<file path="src/rtl/rmap_pkg.sv">
package rmap_pkg;
    typedef enum logic [1:0] {
        ST_IDLE = 2'd0,
        ST_SCAN = 2'd1,
        ST_DONE = 2'd2
    } scan_state_e;
endpackage

</file>
<file path="src/rtl/region_eval.sv">
// Combinational decode of one region: alignment plus the rejection rules.
module region_eval #(
    parameter int AW       = 32,
    parameter int IO_LIMIT = 32'h0001_0000
) (
    input  logic [AW-1:0] raw,
    input  logic [AW-1:0] size,
    input  logic          is_io,
    input  logic          is_rom,
    input  logic          io_en,
    input  logic          mem_en,
    output logic          valid,
    output logic [AW-1:0] base
);
    localparam logic [AW-1:0] ALL_ONES = '1;
    localparam logic [AW-1:0] IO_TOP   = AW'(IO_LIMIT);

    logic [AW-1:0] aligned;
    logic [AW-1:0] last;
    logic          implemented;
    logic          enabled;
    logic          rom_ok;
    logic          rejected;

    always_comb begin
        aligned     = raw & ~(size - AW'(1));
        last        = aligned + size - AW'(1);
        implemented = (size != '0);
        enabled     = is_io ? io_en : mem_en;
        rom_ok      = !is_rom || raw[0];
        rejected    = (last <= aligned) || (aligned == '0) ||
                      (is_io ? (last >= IO_TOP) : (last == ALL_ONES));
        valid       = implemented && enabled && rom_ok && !rejected;
        base        = valid ? aligned : '0;
    end
endmodule

</file>
<file path="src/rtl/region_table.sv">
// Per-region record of the last reported decode result.
module region_table #(
    parameter int NREG = 7,
    parameter int AW   = 32,
    localparam int IW  = $clog2(NREG)
) (
    input  logic             clk,
    input  logic             rst_n,
    input  logic             wr_en,
    input  logic [IW-1:0]    wr_idx,
    input  logic             wr_valid,
    input  logic [AW-1:0]    wr_addr,
    output logic [NREG-1:0]  mapped,
    output logic [NREG*AW-1:0] map_addr
);
    for (genvar g = 0; g < NREG; g++) begin : g_slot
        always_ff @(posedge clk) begin
            if (!rst_n) begin
                mapped[g]              <= 1'b0;
                map_addr[g*AW +: AW]   <= '0;
            end else if (wr_en && (wr_idx == IW'(g))) begin
                mapped[g]              <= wr_valid;
                map_addr[g*AW +: AW]   <= wr_addr;
            end
        end
    end
endmodule

</file>
<file path="src/rtl/region_map_tracker.sv">
module region_map_tracker #(
    parameter int NUM_BARS = 6,
    parameter int AW       = 32,
    localparam int NREG    = NUM_BARS + 1,
    localparam int IW      = $clog2(NREG)
) (
    input  logic               clk,
    input  logic               rst_n,
    input  logic               recompute,
    input  logic               io_space_en,
    input  logic               mem_space_en,
    input  logic [NREG*AW-1:0] reg_value,
    input  logic [NREG*AW-1:0] reg_size,
    input  logic [NUM_BARS-1:0] reg_is_io,
    output logic [NREG-1:0]    mapped,
    output logic [NREG*AW-1:0] map_addr,
    output logic               busy,
    output logic               scan_done,
    output logic               chg_pulse,
    output logic [IW-1:0]      chg_region,
    output logic               chg_old_valid,
    output logic [AW-1:0]      chg_old_addr,
    output logic               chg_new_valid,
    output logic [AW-1:0]      chg_new_addr
);
    import rmap_pkg::*;

    localparam logic [IW-1:0] ROM_IDX = IW'(NUM_BARS);

    scan_state_e   state_q, state_d;
    logic [IW-1:0] idx_q, idx_d;

    logic [NREG-1:0] io_ext;
    logic [AW-1:0]   sel_raw, sel_size, ev_addr, old_addr;
    logic            sel_io, sel_rom, ev_valid, old_valid, differ, wr_en;

    // Selected slot inputs and its current record.
    always_comb begin
        io_ext    = {1'b0, reg_is_io};
        sel_raw   = reg_value[idx_q*AW +: AW];
        sel_size  = reg_size[idx_q*AW +: AW];
        sel_io    = io_ext[idx_q];
        sel_rom   = (idx_q == ROM_IDX);
        old_valid = mapped[idx_q];
        old_addr  = map_addr[idx_q*AW +: AW];
        differ    = (ev_valid != old_valid) || (ev_addr != old_addr);
        wr_en     = (state_q == ST_SCAN) && differ;
    end

    region_eval #(.AW(AW)) u_eval (
        .raw    (sel_raw),
        .size   (sel_size),
        .is_io  (sel_io),
        .is_rom (sel_rom),
        .io_en  (io_space_en),
        .mem_en (mem_space_en),
        .valid  (ev_valid),
        .base   (ev_addr)
    );

    region_table #(.NREG(NREG), .AW(AW)) u_table (
        .clk      (clk),
        .rst_n    (rst_n),
        .wr_en    (wr_en),
        .wr_idx   (idx_q),
        .wr_valid (ev_valid),
        .wr_addr  (ev_addr),
        .mapped   (mapped),
        .map_addr (map_addr)
    );

    // Next-state logic.
    always_comb begin
        state_d = state_q;
        idx_d   = idx_q;
        unique case (state_q)
            ST_IDLE: begin
                if (recompute) begin
                    state_d = ST_SCAN;
                    idx_d   = '0;
                end
            end
            ST_SCAN: begin
                if (idx_q == ROM_IDX) begin
                    state_d = ST_DONE;
                end else begin
                    idx_d = idx_q + IW'(1);
                end
            end
            ST_DONE: state_d = ST_IDLE;
            default: state_d = ST_IDLE;
        endcase
    end

    // State register.
    always_ff @(posedge clk) begin
        if (!rst_n) begin
            state_q <= ST_IDLE;
            idx_q   <= '0;
        end else begin
            state_q <= state_d;
            idx_q   <= idx_d;
        end
    end

    // Registered change event outputs.
    always_ff @(posedge clk) begin
        if (!rst_n) begin
            chg_pulse     <= 1'b0;
            chg_region    <= '0;
            chg_old_valid <= 1'b0;
            chg_old_addr  <= '0;
            chg_new_valid <= 1'b0;
            chg_new_addr  <= '0;
        end else begin
            chg_pulse <= wr_en;
            if (wr_en) begin
                chg_region    <= idx_q;
                chg_old_valid <= old_valid;
                chg_old_addr  <= old_addr;
                chg_new_valid <= ev_valid;
                chg_new_addr  <= ev_addr;
            end
        end
    end

    always_comb begin
        busy      = (state_q != ST_IDLE);
        scan_done = (state_q == ST_DONE);
    end
endmodule

</file>
<file path="config.mk">
export PLATFORM = sky130hd
export DESIGN_NAME = region_map_tracker
export DESIGN_NICKNAME = d
export VERILOG_FILES = /design/src/rtl/rmap_pkg.sv /design/src/rtl/region_eval.sv /design/src/rtl/region_table.sv /design/src/rtl/region_map_tracker.sv
export SDC_FILE = /design/constraint.sdc
export NUM_CORES = 1
export LEC_CHECK = 0
export CAP_MARGIN = 25
export CORE_AREA = 8 8 292 294
export DETAILED_ROUTE_END_ITERATION = 10
export DIE_AREA = 0 0 300 302
export GPL_TIMING_DRIVEN = 0
export SYNTH_ARGS = -nofsm -noshare
export SYNTH_HDL_FRONTEND = slang
export SYNTH_SLANG_ARGS = --single-unit
</file>
<file path="constraint.sdc">
create_clock -name clk -period 18.71 [get_ports clk]
set_input_delay 3.742 -clock clk [delete_from_list [all_inputs] [get_ports clk]]
set_output_delay 3.742 -clock clk [all_outputs]
set_load 0.01 [all_outputs]
</file>
== Word-level counts from Yosys, hierarchy flattened ==
Cells that the tools add are included.

* Add/subtract/negate cells: 4
* $lt $le $gt $ge: 3
* Equality and inequality tests: 14
* Shift-type cells: 3
* Muxes and demuxes: 13
* Bitwise logic cells: 2
* Reductions and logical operators: 25

{| class="wikitable"
|+ Operators by type and width
! operator !! number
|-
| variable part select 224 x 9 -> 32 bit || 3
|-
| subtractor 32 x 1 -> 32 bit, second input constant || 2
|-
| adder 32 bit || 1
|-
| bitwise AND 32 bit || 1
|-
| equality test 32 bit, second input constant || 1
|-
| greater-or-equal comparator 32 x 17 -> 1 bit, second input constant || 1
|-
| less-or-equal comparator 32 bit || 1
|-
| zero test 32 bit || 1
|-
| 2-to-1 mux 32 bit || 1
|-
| != test 32 bit || 1
|-
| NOT 32 bit || 1
|-
| nonzero test 32 bit || 1
|-
| logical AND 1 bit || 11
|-
| equality test 3 bit, second input constant || 3
|-
| binary-select mux 1 bit (select 3 bit) || 2
|-
| equality test 3 x 2 -> 1 bit, second input constant || 2
|-
| 2-to-1 mux 3 bit || 2
|-
| case mux 3 bit (2 select lines) || 1
|-
| logical OR 1 bit || 4
|-
| < comparator 3 x 4 -> 1 bit, second input constant || 1
|-
| 2-to-1 mux 1 bit || 4
|-
| 2-to-1 mux 2 bit || 2
|-
| != test 2 bit, second input constant || 2
|-
| case mux 2 bit (2 select lines) || 1
|-
| other kinds (12) || 14
|}

* Flip-flop bits (word level): 306

== Depth between registers and ports, before layout ==
* Word-level depth: 16
* Depth in mapped cells: 54

== Modules after synthesis ==
A second synthesis with hierarchy kept.

* Cells, all modules: 2830
* Area, all modules: 23572.6 µm²

{| class="wikitable"
|+ Modules (own cells, without submodules)
! module !! times used !! cells each !! area each (µm²)
|-
| region_map_tracker || 1 || 1255 || 10107.2
|-
| region_table || 1 || 790 || 8404.3
|-
| region_eval || 1 || 785 || 5061.1
|}

== Least setup slack after synthesis ==
Ideal clock, no wire load.

* Path kind: input to register
* Start: input reg_size[193]
* End: register u_table.map_addr[132]
* Setup time: 75 ps
* Arrival: 11648 ps
* Data required time: 18635 ps
* Setup slack: 6988 ps
* Stages: 41
* Buffers on the path: 4
* Path through: mux2_2 a221o_1 o21ai_0 ha_1 inv_1 a31oi_1 nand4_1 or3_1 xnor2_1 o211a_1 inv_2 ha_1 inv_1 ha_1 a21oi_1 o21a_1 nor2_1 nor3_1 [5 not listed] nand3_1 nor2_1 and3_1 nand3_1 or3_1 inv_1 nand2_1 o211a_1 and2_1 clkbuf_1 a41oi_1 o22ai_1 or4_1 buf_2 buf_4 o2111ai_4 buf_8 mux2i_1

* Word-level cells in the longest chain between the ends: 16
* Elaborated cells between the ends (all ways): 24

{| class="wikitable"
|+ Ends and longest elaborated chain
! element !! RTL line !! RTL
|-
| from (decl) || region_map_tracker.sv:13 || <nowiki>input logic [NREG*AW-1:0] reg_size,</nowiki>
|-
| variable part select 224 x 9 -> 32 bit * || region_map_tracker.sv:41 || <nowiki>sel_size = reg_size[idx_q*AW +: AW];</nowiki>
|-
| subtractor 32 x 1 -> 32 bit || region_eval.sv:26 || <nowiki>aligned = raw & ~(size - AW'(1));</nowiki>
|-
| NOT 32 bit || region_eval.sv:26 ||
|-
| bitwise AND 32 bit || region_eval.sv:26 ||
|-
| adder 32 bit || region_eval.sv:27 || <nowiki>last = aligned + size - AW'(1);</nowiki>
|-
| subtractor 32 x 1 -> 32 bit || region_eval.sv:27 ||
|-
| greater-or-equal comparator 32 x 17 -> 1 bit, or another cell as far along || region_eval.sv:32 || <nowiki>(is_io ? (last >= IO_TOP) : (last == ALL_ONES));</nowiki>
|-
| 2-to-1 mux 1 bit / logical OR 1 bit (equally long branches) || region_eval.sv:32, region_eval.sv:31 ||
|-
| logical OR 1 bit || region_eval.sv:31 || <nowiki>rejected = (last <= aligned) || (aligned == '0) ||</nowiki>
|-
| zero test 1 bit || region_eval.sv:33 || <nowiki>valid = implemented && enabled && rom_ok && !rejected;</nowiki>
|-
| logical AND 1 bit || region_eval.sv:33 ||
|-
| 2-to-1 mux 32 bit || region_eval.sv:34 || <nowiki>base = valid ? aligned : '0;</nowiki>
|-
| != test 32 bit || region_map_tracker.sv:46 || <nowiki>differ = (ev_valid != old_valid) || (ev_addr != old_addr);</nowiki>
|-
| logical OR 1 bit || region_map_tracker.sv:46 ||
|-
| logical AND 1 bit || region_map_tracker.sv:47 || <nowiki>wr_en = (state_q == ST_SCAN) && differ;</nowiki>
|-
| logical AND 1 bit || region_table.sv:21 || <nowiki>end else if (wr_en && (wr_idx == IW'(g))) begin</nowiki>
|-
| to (signal, indexed assignment) || region_table.sv:23 || <nowiki>map_addr[g*AW +: AW] <= wr_addr;</nowiki>
|-
| to (decl) || region_table.sv:14 || <nowiki>output logic [NREG*AW-1:0] map_addr</nowiki>
|}

Mark *: on every way between the ends. The rest lies on a longest branch, timed or not.
A chain may end at the register's enable or synchronous reset.

== Final worst setup path ==
* Start: register idx_q[0]
* End: register u_table.map_addr[89]

* Word-level cells in the longest chain between the ends: 16
* Elaborated cells between the ends (all ways): 35

{| class="wikitable"
|+ Ends and longest elaborated chain
! element !! RTL line !! RTL
|-
| from (decl) || region_map_tracker.sv:31 || <nowiki>logic [IW-1:0] idx_q, idx_d;</nowiki>
|-
| from (signal assigned) || region_map_tracker.sv:102 || <nowiki>idx_q <= idx_d;</nowiki>
|-
| variable part select 224 x 9 -> 32 bit || region_map_tracker.sv:41 ||
|-
| subtractor 32 x 1 -> 32 bit || region_eval.sv:26 ||
|-
| NOT 32 bit || region_eval.sv:26 ||
|-
| bitwise AND 32 bit || region_eval.sv:26 ||
|-
| adder 32 bit || region_eval.sv:27 ||
|-
| subtractor 32 x 1 -> 32 bit || region_eval.sv:27 ||
|-
| greater-or-equal comparator 32 x 17 -> 1 bit, or another cell as far along || region_eval.sv:32 ||
|-
| 2-to-1 mux 1 bit / logical OR 1 bit (equally long branches) || region_eval.sv:32, region_eval.sv:31 ||
|-
| logical OR 1 bit || region_eval.sv:31 ||
|-
| zero test 1 bit || region_eval.sv:33 ||
|-
| logical AND 1 bit || region_eval.sv:33 ||
|-
| 2-to-1 mux 32 bit || region_eval.sv:34 ||
|-
| != test 32 bit || region_map_tracker.sv:46 ||
|-
| logical OR 1 bit || region_map_tracker.sv:46 ||
|-
| logical AND 1 bit || region_map_tracker.sv:47 ||
|-
| logical AND 1 bit || region_table.sv:21 ||
|}

Several ways; a longest one is shown, not always the timed one. The select of a mux whose other input is x is not followed.

==> metrics list <==
* Static Leak: 13.3 nW
- In the synthesized netlist the async set-or-reset flop fraction comes to 0%.
- CTS built an H-tree with a depth of 1.
* Max Clk Rate: 65.9 MHz
- The number of global-route vias before repair was 24,200.
- Pin count of the biggest net entering global routing: 15
- Data arrival time of the critical path: 15.66 ns
* Slowest CP cell: o2111ai_2
* Final ANT Viol Nets: 0
- Setup repair after global routing left no endpoint under its margin.
- The number of hold buffers added after CTS was 0.
* Fraction of the cycle the final worst path needs: 81.1%
- The initial utilization of the core area, before any placement, comes to 27.9%.
- The post-route netlist has 9.78% of its cells at a drive strength greater than 1.
- Number of primary I/O pins: 762
- In this run the biggest area consumer among cell types represents 27.1% of the synthesized area.
- Minimum setup slack among reg-to-reg paths: 3.54 ns
- In this run the worst path has a maximum fanout of 10.
- Final Slew Violations: 0
- For the pin with the worst max-slew slack, the measured transition is 1.12 ns.
- In this run the worst hold path is classified as register to register.
- Final hold violations: 0
- Core Footprint: 80,900 µm²
* Run status: finished, final reports clean
- TritonCTS built the clock tree.
- Yosys warnings: 0
- Counting every net in the synthesized netlist gives 3,092.
- Overall Power: 2.30 mW
* GR met1 Demand/Resource: 37.6%
* Hold Path Depth: 2
- Setup violations remaining at the end of the flow were counted as 0.
- Origin of the critical flop-to-flop path: idx_q[0]$_SDFFE_PN0P_
- Global routing used 31.1% of the available tracks.
- After clock tree synthesis, the clock-pin slew on the worst setup and hold paths is 0.07 ns.
- At the end of routability-driven placement, the weighted congestion stood at 0.998.
- Final cell area excluding filler cells: 32,700 µm²
* Ranking of synthesized cells by area: dfxtp_1, mux2i_1, nand2_1
- Dividing the detail-routed via count by the number of cells gives 5.57.
* Setup skew after layout: 0.0137 ns
- The number of clock buffers added by TritonCTS is 30.
* Cell type with the largest total area after synthesis: dfxtp_1
- Synthesis produced 2,543 cells.
* Cell at the root of the clock tree: clkbuf_16
* Critical setup path kind: register to register
* Total of buffers placed on input and output ports: 760
- Worst Hold Launch: chg_new_addr[1]$_SDFFE_PN0P_
* Commonest cells in the synthesized netlist: nand2_1, mux2i_1, dfxtp_1
- The floorplan has 105 rows.
* Count of flip-flops with a built-in enable after synthesis: 0
- Hold EP: chg_new_addr[1]$_SDFFE_PN0P_
- R2R cell count: 50
- First-pass GRT wire length: 201,000 µm
- The synthesized netlist occupies a cell area of 22,600 µm².
* Final core utilization: 40.4%
- The most numerous cell type found on the critical path is buf_4.
- Cell area power density: 70.3 nW/µm²
* Via count: 24,900
* Req. time, crit path: 19.20 ns
- Grt peak-use layer: met2
* Average cell area after synthesis: 8.88 µm²
- Worst-case clock buffer depth: 3
* Clk sinks: 306
- Number of flip-flops and latches in the synthesized netlist: 306
- STA classifies the critical path endpoint as a register.
- After the first detailed-routing iteration, the DRC count stood at 2,700.
* Count of buffers added by post-CTS timing repair for setup: 0
- Floorplan die height: 302 µm
* Fraction of met2 tracks used by global routing: 52.5%
* Peak ir drop on the vdd network: 0.0646 mV
- Post-CTS Resized: 0
- Top flip-flop cell by instance count after synthesis: dfxtp_1
- Cell with the most instances after synthesis: nand2_1
- Maxcap violations: 0
* Headroom to the max-slew limit: 25.5%
- Setup tns final: 0 ns
- The net count of the finished layout is 3,903.
- Synthesis instantiated 105 different standard cells from the library.
- Type of element launching the critical path: register
* Min Clock Period, post-route: 15.17 ns
- Dividing the detail-routed wire length by the instance count gives 33.3 µm.
- Routed Wire Length: 149,000 µm
- Area of placed instances: 31,700 µm²
- The worst register-to-register path ends at u_table.map_addr[89]$_SDFFE_PN0P_.
- Die boundary width: 300 µm
- Count of TritonRoute iterations in the first routing pass: 6
- The die covers 90,600 µm².
- For this run, the register share of the synthesized area comes to 27.1%.
- Area growth from synthesis to final layout: 44.8%
- Antenna violations before repair: 31
- For this run, the slowest stage of the critical path takes 0.65 ns.
- For this run, design rule violations remaining after detail routing come to 0.
* HPWL reported at the end of detailed placement: 126,000 µm
- Clock latency on the worst-skew pair: 0.58 ns
- The total overflow left after global routing is 0.
* Global routing usage on met3: 9.19%
power by group:
group          leakage [nW]  total, mW  switching, mW  internal [mW]
combinational          10.4       1.01          0.602          0.411
clock                 0.482      0.620          0.279          0.342
sequential             2.46      0.666        0.00665          0.659
cell type report:
cell class | count | area, µm²
sequential | 306 | 6130
buffer | 179 | 1080
timing repair buffer | 779 | 7770
inverter | 94 | 353
tap | 1070 | 1340
clock inverter | 13 | 123
clock buffer | 40 | 840
fill | 8353 | 48200
multi-input combinational | 1964 | 15000
antenna | 20 | 50.0
placed cells by master, fill, tap and decap left out, types with 12 or more instances in the layout:
cell type and n:
clkdlybuf4s50_1 760, mux2i_1 412, clkbuf_1 79, o211ai_1 20
nor4_1 19, nor3_1 35, nand3_1 54, nand4_1 18
o21ai_0 95, nand2_1 471, buf_6 24, a31oi_1 16
a211oi_1 12, or3_1 12, clkbuf_16 31, buf_1 15
inv_1 91, a221o_1 42, a21o_1 14, nor2b_1 17
buf_4 42, ha_1 89, a21oi_1 79, dfxtp_1 306
o21ai_1 13, mux2_2 55, xor2_1 14, buf_2 33
nand2b_1 38, a41oi_1 13, nor2_1 105, xnor2_1 37
mux4_2 69, and3_1 12, a22oi_1 13, diode_2 20
flip-flops by register name, indices dropped and copies added (netlist names):
signal,flops
state_q,2
chg_old_addr,32
chg_old_valid,1
idx_q,3
chg_pulse,1
chg_region,3
chg_new_valid,1
u_table.map_addr,224
u_table.mapped,7
chg_new_addr,32
metrics by stage:
stage	hold slack (ns)	instances	setup WS, ns
final	0.461	4465	3.54
after global routing	0.481	4454	2.78
after CTS	0.465	4442	3.69
after detailed placement	0.456	4389	3.63
after global placement	0.446	4373	3.32
after floorplan	0.482	2543	6.99
worst max-delay path, delay by kind of cell (launching register included):
family / cells / cell delay (ns)
buffers and inverters: 20 / 5.65
and+or+nand+nor: 13 / 3.73
AOI/OAI and AO/OA: 10 / 2.99
adders and majority gates: 4 / 1.32
DFF: 1 / 0.59
xor gates and xnor gates: 2 / 0.45
muxes: 1 / 0.23
kinds of logic after synthesis:
| group | after synthesis | synth area share [%] |
|---|---|---|
| AOI/OAI and AO/OA | 437 | 14.1 |
| and+or+nand+nor | 838 | 16.9 |
| xor gates and xnor gates | 53 | 2.12 |
| muxes | 546 | 28.4 |
| DFF | 306 | 27.1 |
| buffers and inverters | 273 | 6.36 |
| adders and majority gates | 90 | 5.02 |
worst max path at each step:
stage | startpoint | depth (start not counted) | slack, ns | to
6_report | idx_q[0]$_SDFFE_PN0P_ | 50 | 3.54 | u_table.map_addr[89]$_SDFFE_PN0P_
3_5_place_dp | reg_size[129] | 39 | 3.63 | chg_new_addr[13]$_SDFFE_PN0P_
3_3_place_gp | reg_size[129] | 38 | 3.32 | chg_new_addr[13]$_SDFFE_PN0P_
2_1_floorplan | reg_size[193] | 41 | 6.99 | u_table.map_addr[132]$_SDFFE_PN0P_
5_1_grt | idx_q[0]$_SDFFE_PN0P_ | 51 | 2.78 | u_table.map_addr[112]$_SDFFE_PN0P_
4_1_cts | idx_q[0]$_SDFFE_PN0P_ | 48 | 3.69 | chg_new_addr[13]$_SDFFE_PN0P_
layer usage:
layer	share of wire, %	vias to the layer above
met4	3.2	16
met2	47	1323
met5	0.061	-
met1	39	12400
li1	-	10900
met3	10	247
No activity file was read; power rests on OpenSTA's default activity.
